===== config.mk =====
export PLATFORM = sky130hd
export DESIGN_NAME = dr_ripple_adder
export DESIGN_NICKNAME = d
export VERILOG_FILES = /design/src/rtl/dr_pkg.sv /design/src/rtl/dr_stage.sv /design/src/rtl/dr_completion.sv /design/src/rtl/dr_illegal.sv /design/src/rtl/dr_ripple_adder.sv
export SDC_FILE = /design/constraint.sdc
export NUM_CORES = 1
export LEC_CHECK = 0
export ABC_AREA = 1
export CAP_MARGIN = 15
export CORE_MARGIN = 4
export CORE_UTILIZATION = 53
export DETAILED_ROUTE_END_ITERATION = 16
export GPL_ROUTABILITY_DRIVEN = 0
export PLACE_DENSITY_LB_ADDON = 0.15
export REMOVE_ABC_BUFFERS = 1
export SLEW_MARGIN = 20
export SYNTH_ARGS = -nofsm -noshare
export SYNTH_HDL_FRONTEND = slang
export SYNTH_SLANG_ARGS = --single-unit
export TNS_END_PERCENT = 100

===== constraint.sdc =====
create_clock -name clk -period 2 [get_ports clk]
set_clock_uncertainty 0.15 [all_clocks]
set_input_delay 0.6 -clock clk [delete_from_list [all_inputs] [get_ports clk]]
set_output_delay 0.6 -clock clk [all_outputs]
set_load 0.01 [all_outputs]

===== src/rtl/dr_pkg.sv =====
package dr_pkg;
  // one dual-rail wire pair
  typedef struct packed {
    logic t;
    logic f;
  } rail_t;

  // exactly one rail high: a data value is present
  function automatic logic rail_valid(input rail_t r);
    return r.t ^ r.f;
  endfunction

  // both rails high: never a legal code
  function automatic logic rail_bad(input rail_t r);
    return r.t & r.f;
  endfunction
endpackage


===== src/rtl/dr_stage.sv =====
module dr_stage
  import dr_pkg::*;
(
  input  logic  clk,
  input  logic  rst,
  input  logic  req,
  input  rail_t opa,
  input  rail_t opb,
  input  rail_t cy_in,
  output rail_t s_out,
  output rail_t cy_out
);
  logic fire;
  logic s_val;
  logic c_val;

  // a stage evaluates only once its carry-in is valid
  assign fire  = req && rail_valid(opa) && rail_valid(opb) && rail_valid(cy_in)
                 && !rail_valid(s_out);
  assign s_val = opa.t ^ opb.t ^ cy_in.t;
  assign c_val = (opa.t & opb.t) | (opa.t & cy_in.t) | (opb.t & cy_in.t);

  always_ff @(posedge clk) begin
    if (rst || !req) begin
      s_out  <= '0;
      cy_out <= '0;
    end else if (fire) begin
      s_out  <= '{t: s_val, f: !s_val};
      cy_out <= '{t: c_val, f: !c_val};
    end
  end
endmodule


===== src/rtl/dr_completion.sv =====
module dr_completion #(
  parameter int N = 9
) (
  input  logic [N-1:0] rt,
  input  logic [N-1:0] rf,
  output logic         all_valid,
  output logic         all_empty
);
  logic [N-1:0] v;
  logic [N-1:0] e;

  for (genvar i = 0; i < N; i++) begin : g_leaf
    assign v[i] = rt[i] ^ rf[i];
    assign e[i] = !(rt[i] | rf[i]);
  end

  // reduction trees, one leaf per observed output pair
  assign all_valid = &v;
  assign all_empty = &e;
endmodule


===== src/rtl/dr_illegal.sv =====
module dr_illegal #(
  parameter int WIDTH = 8
) (
  input  logic [WIDTH-1:0] a_t,
  input  logic [WIDTH-1:0] a_f,
  input  logic [WIDTH-1:0] b_t,
  input  logic [WIDTH-1:0] b_f,
  input  logic             cin_t,
  input  logic             cin_f,
  output logic             bad
);
  assign bad = (|(a_t & a_f)) | (|(b_t & b_f)) | (cin_t & cin_f);
endmodule


===== src/rtl/dr_ripple_adder.sv =====
module dr_ripple_adder
  import dr_pkg::*;
#(
  parameter int WIDTH = 8
) (
  input  logic             clk,
  input  logic             rst,
  input  logic             req,
  input  logic [WIDTH-1:0] a_t,
  input  logic [WIDTH-1:0] a_f,
  input  logic [WIDTH-1:0] b_t,
  input  logic [WIDTH-1:0] b_f,
  input  logic             cin_t,
  input  logic             cin_f,
  output logic [WIDTH-1:0] sum_t,
  output logic [WIDTH-1:0] sum_f,
  output logic             cout_t,
  output logic             cout_f,
  output logic             done,
  output logic             err
);
  localparam int NOBS = WIDTH + 1;

  rail_t carry [WIDTH+1];
  rail_t sums  [WIDTH];
  logic  all_valid;
  logic  all_empty;
  logic  bad_in;

  assign carry[0] = '{t: cin_t, f: cin_f};

  for (genvar i = 0; i < WIDTH; i++) begin : g_stage
    dr_stage u_stage (
      .clk    (clk),
      .rst    (rst),
      .req    (req),
      .opa    ('{t: a_t[i], f: a_f[i]}),
      .opb    ('{t: b_t[i], f: b_f[i]}),
      .cy_in  (carry[i]),
      .s_out  (sums[i]),
      .cy_out (carry[i+1])
    );
    assign sum_t[i] = sums[i].t;
    assign sum_f[i] = sums[i].f;
  end

  assign cout_t = carry[WIDTH].t;
  assign cout_f = carry[WIDTH].f;

  // weak indication: sums plus final carry only
  dr_completion #(.N(NOBS)) u_cd (
    .rt        ({cout_t, sum_t}),
    .rf        ({cout_f, sum_f}),
    .all_valid (all_valid),
    .all_empty (all_empty)
  );

  dr_illegal #(.WIDTH(WIDTH)) u_bad (
    .a_t   (a_t),
    .a_f   (a_f),
    .b_t   (b_t),
    .b_f   (b_f),
    .cin_t (cin_t),
    .cin_f (cin_f),
    .bad   (bad_in)
  );

  // done behaves like a C-element: set on all valid, clear on all empty
  always_ff @(posedge clk) begin
    if (rst) begin
      done <= 1'b0;
      err  <= 1'b0;
    end else begin
      err <= bad_in;
      if (all_valid)      done <= 1'b1;
      else if (all_empty) done <= 1'b0;
    end
  end
endmodule


==> flow_metrics.tcl, run 1 <==
set metrics [dict create \
    drtAntennaViolNets 0 \
    drv_cap 0 \
    initial_utilization 0.569 \
    overflow 0 \
    async_flop_share 0 \
    critical_path.cell_chain "clkdlybuf4s50_1" \
    ctsHoldBuffers 0 \
    yosysTopAreaCell "dfxtp_1" \
    reg2reg_from "g_stage[5].u_stage.s_out[0]" \
    drc_errors 0 \
    post-route-period-util 0.978 \
    io_buffers 56 \
    critPathMaxStageDelay_ns 0.56 \
    cp_slowest_cell "clkdlybuf4s50_1" \
    yosys_register_bits 34 \
    coreArea_um2 3800 \
    tightestPinTransition_ns 0.327 \
    dieArea_um2 5160 \
    ys_seq_area_frac 0.315 \
    drt-pass1-iter-count 4 \
    hold_viol_final 0 \
    status "completed" \
    reg2reg_slack_ns 0.44 \
    holdPathEnd "g_stage[0].u_stage.cy_out[0]" \
    fillers 297 \
    synthTopCellsByCount "nand2_1, nor2_1, inv_1" \
    endpoint_kind "primary output" \
    die_x_um 71.9 \
    crit_family "buffers and inverters" \
    final_area_um2 2920 \
    synth.top_cell.area_share 0.315 \
    grt_pass1_wl_mm 8.30 \
    syn-cell-area_um2 2160 \
    hold_class "reg -> reg" \
    clock-sinks 34 \
    clk_latency_ns 0.28 \
    first_iter_violations 112 \
    synth.area.top_cells "dfxtp_1, ha_1, nand2_1, a21oi_1, fa_1" \
    maxSlewHeadroom 0.781 \
    antenna_found_initial 0 \
    critPathRequiredTime_ns 1.25 \
    ys_types 17 \
    p_total_uw 1450 \
    rsz0062_at_grt "no" \
    critPathLaunchType "flop" \
    routed_via_density 4.99 \
    crit_type "reg -> out" \
    diodes 0 \
    synth-edff-count 0 \
    grt_pass1_vias 1913 \
    critPathMaxFanout 3 \
    placed_area_um2 2810 \
    root_buffer "clkbuf_8" \
    numCtsBuffers 5 \
    yosysWarnings 0 \
    maxSlewViolCount 0 \
    min_from "g_stage[0].u_stage.cy_out[0]" \
    ir_drop_uv 329 \
    nets 422 \
    cts.clk_slew.worst_paths_ns 0.07 \
    min_period_ns 1.96 \
    crit_buf_inv 1 \
    worstRegToRegCells 8 \
    whs_path_depth 2 \
    grtUsageTotal 0.205 \
    syn_area_per_cell_um2 7.50 \
    h-tree-depth 2 \
    clockBufferDepth 2 \
    wirelength_mm 4.96 \
    synth_ff_type "dfxtp_1" \
    fmax_mhz 511 \
    r2r-end "g_stage[5].u_stage.cy_out[0]" \
    post-synth-top-count-cell "nand2_1" \
    rows 22 \
    drive_above_1_share 0.0767 \
    synth_cells 288 \
    cellLeakagePower_uw 0.00123 \
    die_h_um 71.9 \
    cts_tree "done" \
    grt_max_degree 18 \
    power_density_nw_per_um2 496 \
    vias 1997 \
    ios 57 \
    crit_start "g_stage[1].u_stage.s_out[0]" \
    avgRoutedWirePerCell_um 12.4 \
    tns_ns 0 \
    dp_hpwl_mm 4.03 \
    crit_arrival_ns 1.21 \
    fin_util 0.767 \
    syn2layout_area_growth_pct 34.9 \
    setup_viol 0 \
]
[metrics by stage]
stage,hold slack (ns),worst slack (ns),std cells
floorplan,0.291,0.433,285
global placement,0.304,-0.112,392
detailed placement,0.321,-0.136,392
CTS,0.327,0.00128,400
global route,0.356,0.000452,400
finish,0.326,0.0438,400
[worst max-delay path by stage]
stage	depth (start not counted)	slack (ns)	to
after floorplan	4	0.43	g_stage[2].u_stage.s_out[0]
after detailed placement	7	-0.14	g_stage[5].u_stage.s_out[0]
after global routing	1	0.0005	sum_t[7]
after global placement	7	-0.11	g_stage[4].u_stage.s_out[0]
after CTS	1	0.001	sum_f[5]
final	1	0.04	sum_f[1]
[layout make-up]
class,instances,area (um2),area share
Multi-Input combinational cell,212,1300,0.445
Timing Repair Buffer,59,633,0.217
Sequential cell,34,681,0.233
Tap cell,48,60.1,0.0206
Clock inverter,1,5.00,0.00172
Inverter,39,151,0.0519
Clock buffer,7,86.3,0.0296
[what timing repair did]
action,CTS,global route
buffers inserted,0,0
resized for setup,0,5
endpoints found under the hold margin,0,0
endpoints found under the setup margin,0,5
[cells in the final DEF, fill, tap and decap left out]
cell	netlist	routed
dfxtp_1	34	34
inv_1	37	37
nand3_1	17	17
buf_12	0	3
nor2_1	38	38
clkbuf_8	0	6
fa_1	8	8
clkbuf_1	0	1
dlymetal6s2s_1	0	5
nor2_8	1	1
nand2_1	74	74
inv_4	2	2
nor2_2	3	3
nand2_2	5	5
ha_1	26	26
nor2_4	4	4
clkinv_2	0	1
nand3b_1	2	2
a21oi_1	32	32
clkdlybuf4s50_1	0	51
a21oi_2	2	2
[where the power goes]
part           internal, uW  switching [uW]  leakage (uW)
combinational           130             116      0.000912
sequential              679            1.42      0.000274
clock                   278             241     0.0000482
[state kept, by name, indices dropped and copies added (netlist names)]
register                flops
g_stage.u_stage.cy_out     16
g_stage.u_stage.s_out      16
done                        1
err                         1
[cell families (layout without fill, tap and decap cells)]
group	after synthesis	after routing	share of synthesized area
AND/OR/NAND/NOR	144	144	0.294
buffers and inverters	42	106	0.0840
adder cells (fa/ha/maj)	34	34	0.225
AO/OA/AOI/OAI	34	34	0.0822
flip-flops	34	34	0.315
[routing by layer]
metal | global-route usage | share of wire
met1 | 0.250 | 0.44
met2 | 0.349 | 0.48
met3 | 0.0519 | 0.063
met5 | 0 | 0
met4 | 0.0689 | 0.017
Power figures use the tool's default switching activity.
==> inputs of run 2 (changes only) <==
PLACE_DENSITY = 0.86   (was default)
PLACE_DENSITY_LB_ADDON = default   (was 0.15)
==> flow_metrics.tcl, run 2 (synthesis results as in run 1) <==
set metrics [dict create \
    status "completed" \
    first_iter_violations 174 \
    io_buffers 56 \
    initial_utilization 0.569 \
    fillers 309 \
    nets 424 \
    drc_errors 0 \
    power.net_switching_uw 372 \
    die_h_um 71.9 \
    rows 22 \
    vias 2050 \
    coreArea_um2 3800 \
    ff_latch_area_um2 681 \
    grt_pass1_wl_mm 8.69 \
    grtUsageTotal 0.214 \
    critPathMaxStageDelay_ns 0.55 \
    avgRoutedWirePerCell_um 13.0 \
    critPathLaunchType "flop" \
    p_seq_frac 0.467 \
    root_buffer "clkbuf_8" \
    crit_type "reg -> out" \
    drtAntennaViolNets 0 \
    fmax_mhz 508 \
    routed_via_density 5.10 \
    critical_path.cell_chain "clkdlybuf4s50_1" \
    maxSlewViolCount 0 \
    cellLeakagePower_uw 0.00120 \
    clockBufferDepth 2 \
    cts.clk_slew.worst_paths_ns 0.07 \
    final_cell_mix "nand2_1, clkdlybuf4s50_1, nor2_1" \
    internal-power_uw 1090 \
    drv_cap 0 \
    power_density_nw_per_um2 502 \
    cts_tree "done" \
    switching_share 0.255 \
    grt_pass1_vias 1995 \
    numCtsBuffers 5 \
    wirelength_mm 5.22 \
    hold_class "reg -> reg" \
    ios 57 \
    reg_top3 "g_stage.u_stage.cy_out: 16 flops, g_stage.u_stage.s_out: 16 flops" \
    endpoint_kind "primary output" \
    clock-sinks 34 \
    final_common_cell "nand2_1" \
    tightestPinTransition_ns 0.324 \
    rsz0062_at_grt "no" \
    h-tree-depth 2 \
    drive_above_1_share 0.0819 \
    critPathRequiredTime_ns 1.25 \
    crit_arrival_ns 1.22 \
    p_total_uw 1460 \
    holdWs_ns 0.328 \
    hold_viol_final 0 \
    ir_drop_uv 473 \
    drt-pass1-iter-count 4 \
    setup_viol 0 \
    clk_latency_ns 0.29 \
    crit_family "buffers and inverters" \
    antenna_found_initial 0 \
    p_clk_frac 0.363 \
    p_comb_frac 0.169 \
    post-route-period-util 0.983 \
    syn2layout_area_growth_pct 34.2 \
    die_x_um 71.9 \
    grt_max_degree 18 \
    critPathMaxFanout 3 \
    crit_buf_inv 1 \
    min_period_ns 1.97 \
    overflow 0 \
    dp_hpwl_mm 4.13 \
    dieArea_um2 5160 \
    maxSlewHeadroom 0.783 \
    ctsHoldBuffers 0 \
    cp_slowest_cell "clkdlybuf4s50_1" \
    multi_input_area_um2 1300 \
    diodes 0 \
]
[run 2: cell types whose count changed in the layout (fill, tap and decap cells not counted), sizes merged]
cell	previous run	this run
dlymetal6s2s	5	3
clkdlybuf4s50	51	53
buf	3	5
[run 2: per-stage QoR]
step                      setup slack, ns  std cells  cell area, um2  setup TNS [ns]  utilization
after floorplan                     0.433        285            2130               0            -
after global placement             -0.120        394            2800           -2.58        0.737
after detailed placement           -0.162        394            2800           -3.63        0.737
after CTS                          0.0255        402            2890               0        0.762
after global routing             0.000694        402            2900               0        0.764
final                              0.0332        402            2900               0        0.764
[run 2: repair_timing]
item,4_1_cts,5_1_grt
setup endpoints to repair,0,3
resized for setup,0,3
buffers inserted,0,0
[run 2: final timing paths]
path                            cells after the start                            to  slack [ns]                   startpoint
worst max register to register                      7  g_stage[7].u_stage.cy_out[1]        0.41  g_stage[7].u_stage.s_out[1]
worst max-delay path                                1                      sum_t[2]        0.03  g_stage[2].u_stage.s_out[1]
worst min register to register                      2   g_stage[0].u_stage.s_out[0]        0.33  g_stage[0].u_stage.s_out[0]
worst min-delay path                                2   g_stage[0].u_stage.s_out[0]        0.33  g_stage[0].u_stage.s_out[0]
[run 2: cell type report]
cell class                 count  area share
sequential                    34       0.235
multi-input combinational    212       0.448
clock inverter                 1     0.00173
inverter                      39      0.0522
timing repair buffer          61       0.213
tap                           48      0.0207
clock buffer                   7      0.0298
[run 2: routing by layer]
layer | routed length, um | GRT usage | up-vias | part of all wire
li1 | - | - | 1043 | -
met1 | 2190 | 0.265 | 939 | 0.42
met2 | 2640 | 0.371 | 57 | 0.51
met3 | 306 | 0.0407 | 11 | 0.059
met4 | 79 | 0.0710 | 0 | 0.015
met5 | 0 | 0 | - | 0
[run 2: power groups by stage]
stage | clock, uW | combinational, uW | sequential (uW)
after detailed placement | 0 | 246 | 696
after CTS | 527 | 248 | 681
final | 529 | 247 | 681
after global placement | 0 | 238 | 696
after floorplan | 0 | 108 | 697
after global routing | 561 | 274 | 681
==> inputs of run 3 (changes only) <==
CORE_UTILIZATION = 56   (was 53)
PLACE_DENSITY = 0.87   (was 0.86)
SYNTH_HIERARCHICAL = 1   (was default)
==> flow_metrics.tcl, run 3 <==
set metrics [dict create \
    critPathRequiredTime_ns 1.25 \
    yosysTopAreaCell "dfxtp_1" \
    cellLeakagePower_uw 0.00177 \
    synth_ff_type "dfxtp_1" \
    grt_pass1_wl_mm 12.0 \
    routed_via_density 5.03 \
    synth_cells 441 \
    initial_utilization 0.595 \
    dp_hpwl_mm 5.50 \
    final_common_cell "nand2_1" \
    coreArea_um2 4470 \
    grt_max_degree 17 \
    io_buffers 56 \
    critical_path.cell_chain "clkdlybuf4s50_1" \
    synth.top_cell.area_share 0.256 \
    clock-sinks 34 \
    fmax_mhz 510 \
    synthTopCellsByCount "nand2_1, inv_1, nor2_1" \
    ys_types 14 \
    antenna_found_initial 0 \
    cts.clk_slew.worst_paths_ns 0.07 \
    wirelength_mm 6.91 \
    dieArea_um2 5920 \
    setup_viol 0 \
    final_area_um2 3620 \
    crit_type "reg -> out" \
    avgRoutedWirePerCell_um 11.9 \
    critPathMaxStageDelay_ns 0.55 \
    synth-edff-count 0 \
    ir_drop_uv 358 \
    grt_pass1_vias 2907 \
    maxSlewViolCount 0 \
    fin_util 0.808 \
    drt-pass1-iter-count 4 \
    vias 2934 \
    critPathLaunchType "flop" \
    grtUsageTotal 0.240 \
    hold_class "reg -> reg" \
    async_flop_share 0 \
    root_buffer "clkbuf_8" \
    drv_cap 0 \
    cts_tree "done" \
    drc_errors 0 \
    yosys_register_bits 34 \
    final_cell_mix "nand2_1, inv_1, clkdlybuf4s50_1" \
    crit_buf_inv 1 \
    yosysWarnings 6 \
    crit_arrival_ns 1.21 \
    rsz0062_at_grt "no" \
    crit_family "buffers and inverters" \
    tightestPinTransition_ns 0.196 \
    p_total_uw 1540 \
    critPathMaxFanout 5 \
    numCtsBuffers 5 \
    clk_latency_ns 0.28 \
    overflow 0 \
    cp_slowest_cell "clkdlybuf4s50_1" \
    drtAntennaViolNets 0 \
    die_x_um 77.0 \
    ctsHoldBuffers 0 \
    reg_top3 "g_stage.u_stage/cy_out: 16 flops, g_stage.u_stage/s_out: 16 flops" \
    synth.area.top_cells "dfxtp_1, nand2_1, inv_1, nand3_1, nor2_1" \
    power_density_nw_per_um2 426 \
    status "completed" \
    rows 24 \
    ios 57 \
    post-synth-top-count-cell "nand2_1" \
    maxSlewHeadroom 0.869 \
    syn-cell-area_um2 2660 \
    placed_area_um2 3510 \
    post-route-period-util 0.980 \
    drive_above_1_share 0.132 \
    clockBufferDepth 2 \
    endpoint_kind "primary output" \
    stdcell_count 583 \
    first_iter_violations 134 \
    diodes 0 \
    syn_area_per_cell_um2 6.04 \
    hold_viol_final 0 \
    holdWs_ns 0.339 \
    ys_seq_area_frac 0.256 \
    nets 584 \
    syn2layout_area_growth_pct 35.8 \
    min_period_ns 1.96 \
    placed_cells 575 \
    die_h_um 77.0 \
    h-tree-depth 2 \
]
[run 3: changes by cell type in the layout (fill, tap and decap cells not counted), moves of 3 or more]
cell,delta
ha_1,-17
nand3_1,+25
nand2_2,+3
dfxtp_1,-11
nand2_1,+63
nor2_2,-3
nor2_1,+11
o21ai_1,+8
buf_4,+20
inv_1,+58
nor2_4,+4
dfxtp_2,+11
nand3_2,+9
[run 3: path summary, 6_finish.rpt]
check,startpoint,endpoint,slack [ns],depth (start not counted)
setup reg to reg,g_stage[0].u_stage/s_out[0],done,0.51,9
setup / recovery,g_stage[2].u_stage/s_out[1],sum_t[2],0.04,1
hold reg to reg,g_stage[1].u_stage/cy_out[0],g_stage[1].u_stage/cy_out[0],0.34,2
hold / removal,g_stage[1].u_stage/cy_out[0],g_stage[1].u_stage/cy_out[0],0.34,2
[run 3: kinds of logic after synthesis]
group / after synthesis / synth area share
buffers and inverters: 95 / 0.134
adders and majority gates: 17 / 0.102
and+or+nand+nor: 254 / 0.430
DFF: 34 / 0.256
AOI/OAI and AO/OA: 41 / 0.0784
[run 3: cell type report]
class,instances,area (um2)
clock inverters,1,5.00
fillers,327,857
multi-input cells,312,1630
clock buffers,7,86.3
inverters,95,357
well taps,52,65.1
flip-flops and latches,34,694
repair buffers,82,783
[run 3: per-stage QoR]
step           setup slack [ns]  setup TNS, ns
2_1_floorplan             0.441              0
5_1_grt                 0.00344              0
4_1_cts                 0.00683              0
6_report                 0.0409              0
3_3_place_gp            -0.0830          -1.77
3_5_place_dp             -0.138          -2.60
[run 3: per-layer routing]
layer,global-route usage,up-vias,wire length (um)
met2,0.439,80,3450
met1,0.294,1327,3060
li1,-,1519,-
met3,0.0328,8,326
met5,0,-,0
met4,0.0641,0,75
[run 3: power by group]
group	switching (uW)	total (uW)	internal [uW]
Sequential	1.96	681	679
Clock	254	532	278
Combinational	166	329	162
Total	422	1540	1120
[run 3: timing repair]
item                                    in CTS  in global routing
setup buffers                                0                  0
endpoints found under the setup margin      12                  3
resized for setup                           12                  3
gates cloned                                 0                  0
